[src/rtl/irq_trig_pkg.sv]
package irq_trig_pkg;
  localparam int unsigned LINES_DEF = 16;
  localparam int unsigned REG_W_DEF = 8;
  localparam int unsigned ADDR_W_DEF = 16;
  localparam logic [15:0] BASE_DEF = 16'h04D0;
  // one bit per line: 1 = mode bit exists, 0 = line fixed to edge
  localparam logic [15:0] MASK_DEF = 16'hDEF8;
endpackage

[src/rtl/trig_mode_regs.sv]
module trig_mode_regs #(
  parameter int unsigned N_LINES = 16,
  parameter int unsigned REG_W = 8,
  parameter int unsigned ADDR_W = 16,
  parameter logic [ADDR_W-1:0] BASE_ADDR = 16'h04D0,
  parameter logic [N_LINES-1:0] MODE_MASK = 16'hDEF8
) (
  input  logic               clk,
  input  logic               rst,
  input  logic [ADDR_W-1:0]  addr,
  input  logic               wr,
  input  logic               rd,
  input  logic [REG_W-1:0]   wdata,
  output logic [REG_W-1:0]   rdata,
  output logic [N_LINES-1:0] mode
);
  localparam int unsigned N_REGS = N_LINES / REG_W;

  logic [N_REGS-1:0] hit;
  logic [REG_W-1:0]  rd_mux;

  for (genvar r = 0; r < N_REGS; r++) begin : g_dec
    localparam logic [ADDR_W-1:0] REG_ADDR = BASE_ADDR + ADDR_W'(r);
    assign hit[r] = (addr == REG_ADDR);
  end

  // fixed positions are masked at write time, so they stay constant zero
  always_ff @(posedge clk) begin
    if (rst) begin
      mode <= '0;
    end else if (wr) begin
      for (int r = 0; r < N_REGS; r++) begin
        if (hit[r]) begin
          mode[r*REG_W +: REG_W] <= wdata & MODE_MASK[r*REG_W +: REG_W];
        end
      end
    end
  end

  always_comb begin
    rd_mux = '0;
    for (int r = 0; r < N_REGS; r++) begin
      if (hit[r]) rd_mux = mode[r*REG_W +: REG_W];
    end
  end

  always_ff @(posedge clk) begin
    if (rst) rdata <= '0;
    else     rdata <= rd ? rd_mux : '0;
  end
endmodule

[src/rtl/irq_sync_2ff.sv]
module irq_sync_2ff #(
  parameter int unsigned W = 16
) (
  input  logic         clk,
  input  logic         rst,
  input  logic [W-1:0] d,
  output logic [W-1:0] q
);
  logic [W-1:0] meta;

  always_ff @(posedge clk) begin
    if (rst) begin
      meta <= '0;
      q    <= '0;
    end else begin
      meta <= d;
      q    <= meta;
    end
  end
endmodule

[src/rtl/irq_line_detect.sv]
module irq_line_detect (
  input  logic clk,
  input  logic rst,
  input  logic level_mode,
  input  logic sync_in,
  input  logic ack,
  output logic req
);
  logic prev_q;
  logic sticky_q;
  logic rise;
  logic sticky_nxt;

  assign rise = sync_in & ~prev_q;
  // a fresh edge outranks a simultaneous acknowledge
  assign sticky_nxt = rise | (sticky_q & ~ack);

  always_ff @(posedge clk) begin
    if (rst) begin
      prev_q   <= 1'b0;
      sticky_q <= 1'b0;
      req      <= 1'b0;
    end else begin
      prev_q <= sync_in;
      if (level_mode) begin
        sticky_q <= 1'b0;
        req      <= sync_in;
      end else begin
        sticky_q <= sticky_nxt;
        req      <= sticky_nxt;
      end
    end
  end
endmodule

[src/rtl/irq_trigger_ctl.sv]
module irq_trigger_ctl
  import irq_trig_pkg::*;
#(
  parameter int unsigned N_LINES = LINES_DEF,
  parameter int unsigned REG_W = REG_W_DEF,
  parameter int unsigned ADDR_W = ADDR_W_DEF,
  parameter logic [ADDR_W-1:0] BASE_ADDR = BASE_DEF,
  parameter logic [N_LINES-1:0] MODE_MASK = MASK_DEF
) (
  input  logic               clk,
  input  logic               rst,
  input  logic [ADDR_W-1:0]  bus_addr,
  input  logic               bus_wr,
  input  logic               bus_rd,
  input  logic [REG_W-1:0]   bus_wdata,
  output logic [REG_W-1:0]   bus_rdata,
  input  logic [N_LINES-1:0] irq_in,
  input  logic [N_LINES-1:0] irq_ack,
  output logic [N_LINES-1:0] irq_req
);
  logic [N_LINES-1:0] trig_mode;
  logic [N_LINES-1:0] irq_sync;

  trig_mode_regs #(
    .N_LINES(N_LINES), .REG_W(REG_W), .ADDR_W(ADDR_W),
    .BASE_ADDR(BASE_ADDR), .MODE_MASK(MODE_MASK)
  ) u_regs (
    .clk(clk), .rst(rst), .addr(bus_addr), .wr(bus_wr), .rd(bus_rd),
    .wdata(bus_wdata), .rdata(bus_rdata), .mode(trig_mode)
  );

  irq_sync_2ff #(.W(N_LINES)) u_sync (
    .clk(clk), .rst(rst), .d(irq_in), .q(irq_sync)
  );

  for (genvar i = 0; i < N_LINES; i++) begin : g_line
    logic lvl;
    if (MODE_MASK[i]) begin : g_sel
      assign lvl = trig_mode[i];
    end else begin : g_fixed
      assign lvl = 1'b0;
    end
    irq_line_detect u_det (
      .clk(clk), .rst(rst), .level_mode(lvl), .sync_in(irq_sync[i]),
      .ack(irq_ack[i]), .req(irq_req[i])
    );
  end
endmodule

[config.mk]
export PLATFORM = sky130hd
export DESIGN_NAME = irq_trigger_ctl
export DESIGN_NICKNAME = d
export VERILOG_FILES = /design/src/rtl/irq_trig_pkg.sv /design/src/rtl/trig_mode_regs.sv /design/src/rtl/irq_sync_2ff.sv /design/src/rtl/irq_line_detect.sv /design/src/rtl/irq_trigger_ctl.sv
export SDC_FILE = /design/constraint.sdc
export NUM_CORES = 1
export LEC_CHECK = 0
export ABC_AREA = 1
export BUFFER_PORTS_ARGS = -buffer_cell sky130_fd_sc_hd__buf_2
export CAP_MARGIN = 0
export CORE_ASPECT_RATIO = 0.9
export CORE_MARGIN = 8
export CORE_UTILIZATION = 52
export DETAILED_ROUTE_END_ITERATION = 6
export PLACE_DENSITY = 0.78
export SYNTH_ARGS = -nofsm -noshare
export SYNTH_HDL_FRONTEND = slang
export SYNTH_SLANG_ARGS = --single-unit
[constraint.sdc]
create_clock -name clk -period 1.1 [get_ports clk]
set_clock_uncertainty 0.1 [all_clocks]
set_input_delay 0.055 -clock clk [delete_from_list [all_inputs] [get_ports clk]]
set_output_delay 0.055 -clock clk [all_outputs]
set_load 0.02 [all_outputs]
# Word-level counts from Yosys, hierarchy flattened

Index checks and enable logic that the tools add are counted.

Word-level logic and storage cells: 163
Memories kept: 0
Bits in writable memories: 0
Bits in latches: 0
Memory bits (read-only): 0
Bits in registers: 94
Output and inout port bits: 24

Divide/modulo/power cells: 0
$add $sub $neg: 0
Bitwise gates (word level): 82
Reductions and logical operators: 16
Mux-type cells: 13
Equality and inequality tests: 2
$mul: 0
Shift operators: 0
Order comparisons: 0

Operators with widths:

| cell                   | number |
|---|---|
| $not A1 Y1             | 34 |
| $and A1 B1 Y1          | 32 |
| $eq A16 B11 Y1 const B | 2 |
| $reduce_or A2 Y1       | 12 |
| $mux W8                | 2 |
| $or A1 B1 Y1           | 16 |
| $mux W1                | 11 |
| $reduce_and A2 Y1      | 2 |
| $reduce_or A4 Y1       | 1 |
| $reduce_or A3 Y1       | 1 |

# Depth between registers and ports, before layout

Depth in word-level cells: 4
Gate-level depth with buffers: 8
Gate-level depth less buffers: 8

# By module

A second synthesis with hierarchy kept.

Cell total of the unflattened synthesis: 491
Area, all modules: 3,762.4 µm²

Modules (own cells, without submodules):

| module          | times used | area an instance (µm²) | cells each |
|---|---|---|---|
| irq_line_detect | 16         | 112.6                  | 15 |
| trig_mode_regs  | 1          | 1,042.2                | 151 |
| irq_sync_2ff    | 1          | 914.6                  | 99 |
| irq_trigger_ctl | 1          | 3.8                    | 1 |

# Worst setup path before layout

Ideal clock, no wire load.

Path type: in2reg
Start point: in bus_addr[9]
End point: reg u_regs.mode[10]
Setup time: 0.110 ns
Arrival: 0.746 ns
Data required time: 0.890 ns
Stages: 7
Setup slack: 0.144 ns
Buffers on the path: 1
Cells stage by stage: nor2_1 nand2_2 nor2_8 buf_6 nand4_1 nand2_1 nor2_1

Longest elaborated chain between the ends: 2

RTL lines:

| item                               | line                  | RTL |
|---|---|---|
| start: declaration                 | irq_trigger_ctl.sv:12 | `input logic [ADDR_W-1:0] bus_addr,` |
| $eq A16 B11 Y1                     | trig_mode_regs.sv:24  | `assign hit[r] = (addr == REG_ADDR);` |
| $reduce_and A2 Y1 (no source line) | --                    |  |
| end signal: indexed assignment     | trig_mode_regs.sv:34  | `mode[r*REG_W +: REG_W] <= wdata & MODE_MASK[r*REG_W +: REG_W];` |
| end: declaration                   | trig_mode_regs.sv:15  | `output logic [N_LINES-1:0] mode` |

Every way passes these cells.
A chain may end at the register's enable or synchronous reset.

# Worst setup path after layout

Start point: reg g_line[0].u_det.req
End point: out irq_req[0]

RTL lines:

| item                     | line                  | RTL |
|---|---|---|
| start: declaration       | irq_line_detect.sv:7  | `output logic req` |
| start signal: assignment | irq_line_detect.sv:27 | `req <= sync_in;` |
| start signal: assignment | irq_line_detect.sv:30 | `req <= sticky_nxt;` |
| end: declaration         | irq_trigger_ctl.sv:19 | `output logic [N_LINES-1:0] irq_req` |

No word-level cell between the ends.

==> flow_summary.toml <==
[run_status]
status = "finished, final reports clean"

[floorplan]
placementRows = 28
core_mm2 = 0.00641
dieWidth_um = 101
initial_core_util_pct = 52.5
ios = 84
dieHeight_um = 92.3
dieArea_mm2 = 0.00931

[critical_path]
cp_cell_sequence = "buf_4"
crit_family = "flip-flops"
cp_max_fo = 2
worstSetupEndpointType = "output port"
r2r_cells = 4
cp.arrival_ns = 0.88
crit_buf_inv = 1
cp.required_ns = 0.94
crit_slowest_cell = "dfxtp_1"
cp-start-kind = "flip-flop"
critical_path_class = "flip-flop to output port"
cp_num_cells = 1
slowest_delay_ns = 0.37

[clocking]
worstSkewPairLatency_ns = 0.35
clock_path_buffers = 2
cts.sinks = 93
cts_tree = "yes"
root_buffer = "clkbuf_8"
cts_buffers = 9
clkSlewWorstSetupHoldPaths_ns = 0.09
htree_levels = 3
cts_setup_buffers = 0

[placement]
port-buffer-count = 81
pre_cts_ws_ns = -0.0989
post-dp-hpwl_um = 4780
gp_congestion = 0.768

[pwr]
power_frac_comb_pct = 8.4
leakage_uw = 0.00213
ir_drop_v = 0.00114
intPower_uw = 5040
clock_power_share_pct = 37.6
powerDensity_mw_per_mm2 = 1470
power_frac_seq_pct = 54.0
swShare_pct = 22.2
switching_power_uw = 1440

[routing]
routed_wl_um = 6770
firstDrtPassIters = 4
drc = 0
viasPerCell = 4.31
drt_iter0_drc = 91
wl_per_cell_um = 10.8
ant_nets = 0
vias = 2692

[hold_path]
hold_depth = 4
hp-class = "input port to flip-flop"

[synthesis]
synth-edff-count = 0
ys_seq_area_share_pct = 55.3
ys_ff_latch = 93
synth_area_mm2 = 0.00337
synth_ff_type = "dfxtp_1"
syn_nets = 478
yosys-top-cells-area = "dfxtp_1 (55%), inv_1 (10%), nor2_1 (9.0%), nand2_1 (6.1%), buf_4 (3.8%)"
syn_area_per_cell_um2 = 8.05
synth_cell_types = 22
yosys_warnings = 0
ys_async_sr_fraction_pct = 0
netlist_top_cells_count = "inv_1 (94), dfxtp_1 (93), nor2_1 (81)"
synth_most_common_cell = "inv_1"
synth_top_area_cell = "dfxtp_1"
yosysTopAreaCellShare_pct = 55.3
synthCells = 418

[sta]
maxSlewViolCount = 0
finalSetupViolCount = 0
timing.hold.ws_ns = 0.0633
clock.fmax_mhz = 963
finalHoldViolations = 0
fin_crit_sh_pct = 94.4
rsz0062_at_grt = "no"
setup_ws_ns = 0.0620
post-route-min-period_ns = 1.04

[finish]
fin_util_pct = 68.8
area_growth_pct = 31.0
fin_nets = 589
drive_above_1_share_pct = 23.0
diodes = 0

[grt]
grt_pass1_vias = 2691
gr-usage-all-layers_pct = 15.3
grt_antenna_before_repair = 0
grt_pass1_wl_um = 11300
grt-ovfl-total = 0
grt_start_max_net_pins = 32

[run]
maxCapViolCount = 0
-- area by class of cell --
cell class,instances,area (µm²)
clock inverter,7,97.6
multi-input combinational,201,951
tap,90,113
sequential,93,1860
fill,522,2000
timing repair buffer,129,906
clock buffer,9,124
inverter,95,357
-- worst min-delay path, cell delays in order --
cell	delay, ns
buf_2	0.19
nand4_1	0.12
nand2_1	0.04
nor2_1	0.07
-- state kept, by name, summed over array words and instances, names as in the netlist --
| signal | count |
|---|---|
| g_line.u_det.sticky_q | 11 |
| u_regs.rdata | 7 |
| u_regs.mode | 11 |
| u_sync.meta | 16 |
| g_line.u_det.req | 16 |
| g_line.u_det.prev_q | 16 |
| u_sync.q | 16 |
-- repair_timing --
item,4_1_cts,5_1_grt
endpoints found under the setup margin,0,1
endpoints found under the hold margin,56,0
hold buffers,40,0
gates resized for setup,0,1
-- cells in the final DEF (no fill, tap or decap) --
| master | instances |
|---|---|
| o32ai_1 | 5 |
| clkinv_2 | 1 |
| o22ai_1 | 11 |
| nor2_4 | 2 |
| inv_2 | 1 |
| inv_1 | 94 |
| clkbuf_8 | 9 |
| bufinv_16 | 2 |
| conb_1 | 1 |
| buf_12 | 3 |
| nor2_1 | 81 |
| clkinv_4 | 1 |
| nor2_2 | 4 |
| buf_2 | 80 |
| inv_6 | 1 |
| nand3_1 | 9 |
| and2_4 | 1 |
| buf_4 | 6 |
| nand2_2 | 7 |
| dlygate4sd3_1 | 40 |
| nand3_4 | 2 |
| nand4_1 | 11 |
| o21ai_0 | 11 |
| dfxtp_1 | 93 |
| nand2_1 | 55 |
| nor2_8 | 1 |
| clkinvlp_4 | 2 |
-- through the flow --
step | cells | setup TNS (ns) | total power, µW | cell area, µm²
after global routing | 624 | 0 | 6730 | 4410
final | 624 | 0 | 6480 | 4410
after floorplan | 418 | 0 | 3840 | 3370
after CTS | 624 | 0 | 6540 | 4410
after detailed placement | 568 | -1.19 | 4010 | 3780
after global placement | 568 | -0.621 | 3990 | 3780
-- path summary, 6_finish.rpt --
kind                                     startpoint                  end  slack, ns
worst min register to register       u_sync.meta[7]          u_sync.q[7]       0.31
worst max-delay path            g_line[0].u_det.req           irq_req[0]       0.06
worst min-delay path                         bus_wr       u_regs.mode[9]       0.06
worst max register to register          u_sync.q[9]  g_line[9].u_det.req       0.13
-- cell families (layout without fill, tap and decap cells) --
| family | Yosys count | count (layout) | share of synthesized area (%) |
|---|---|---|---|
| simple gates | 173 | 173 | 23.2 |
| buf+inv | 124 | 240 | 16.5 |
| flops | 93 | 93 | 55.3 |
| compound gates | 27 | 27 | 4.98 |
| other cells | 1 | 1 | 0.111 |
-- power by group through the flow --
stage / combinational (µW) / sequential [µW] / clock (µW)
floorplan: 266 / 3570 / 0
global placement: 418 / 3570 / 0
detailed placement: 430 / 3580 / 0
CTS: 542 / 3500 / 2500
global route: 603 / 3510 / 2620
finish: 544 / 3500 / 2440
-- routing by layer --
metal,GRT usage (%),routed length (µm),vias up
met2,27.3,3380,64
met1,15.7,2870,1173
met5,0,0,-
met4,6.04,87,0
li1,-,-,1445
met3,5.77,441,10
Note: power is estimated with default switching activity, not from simulation.
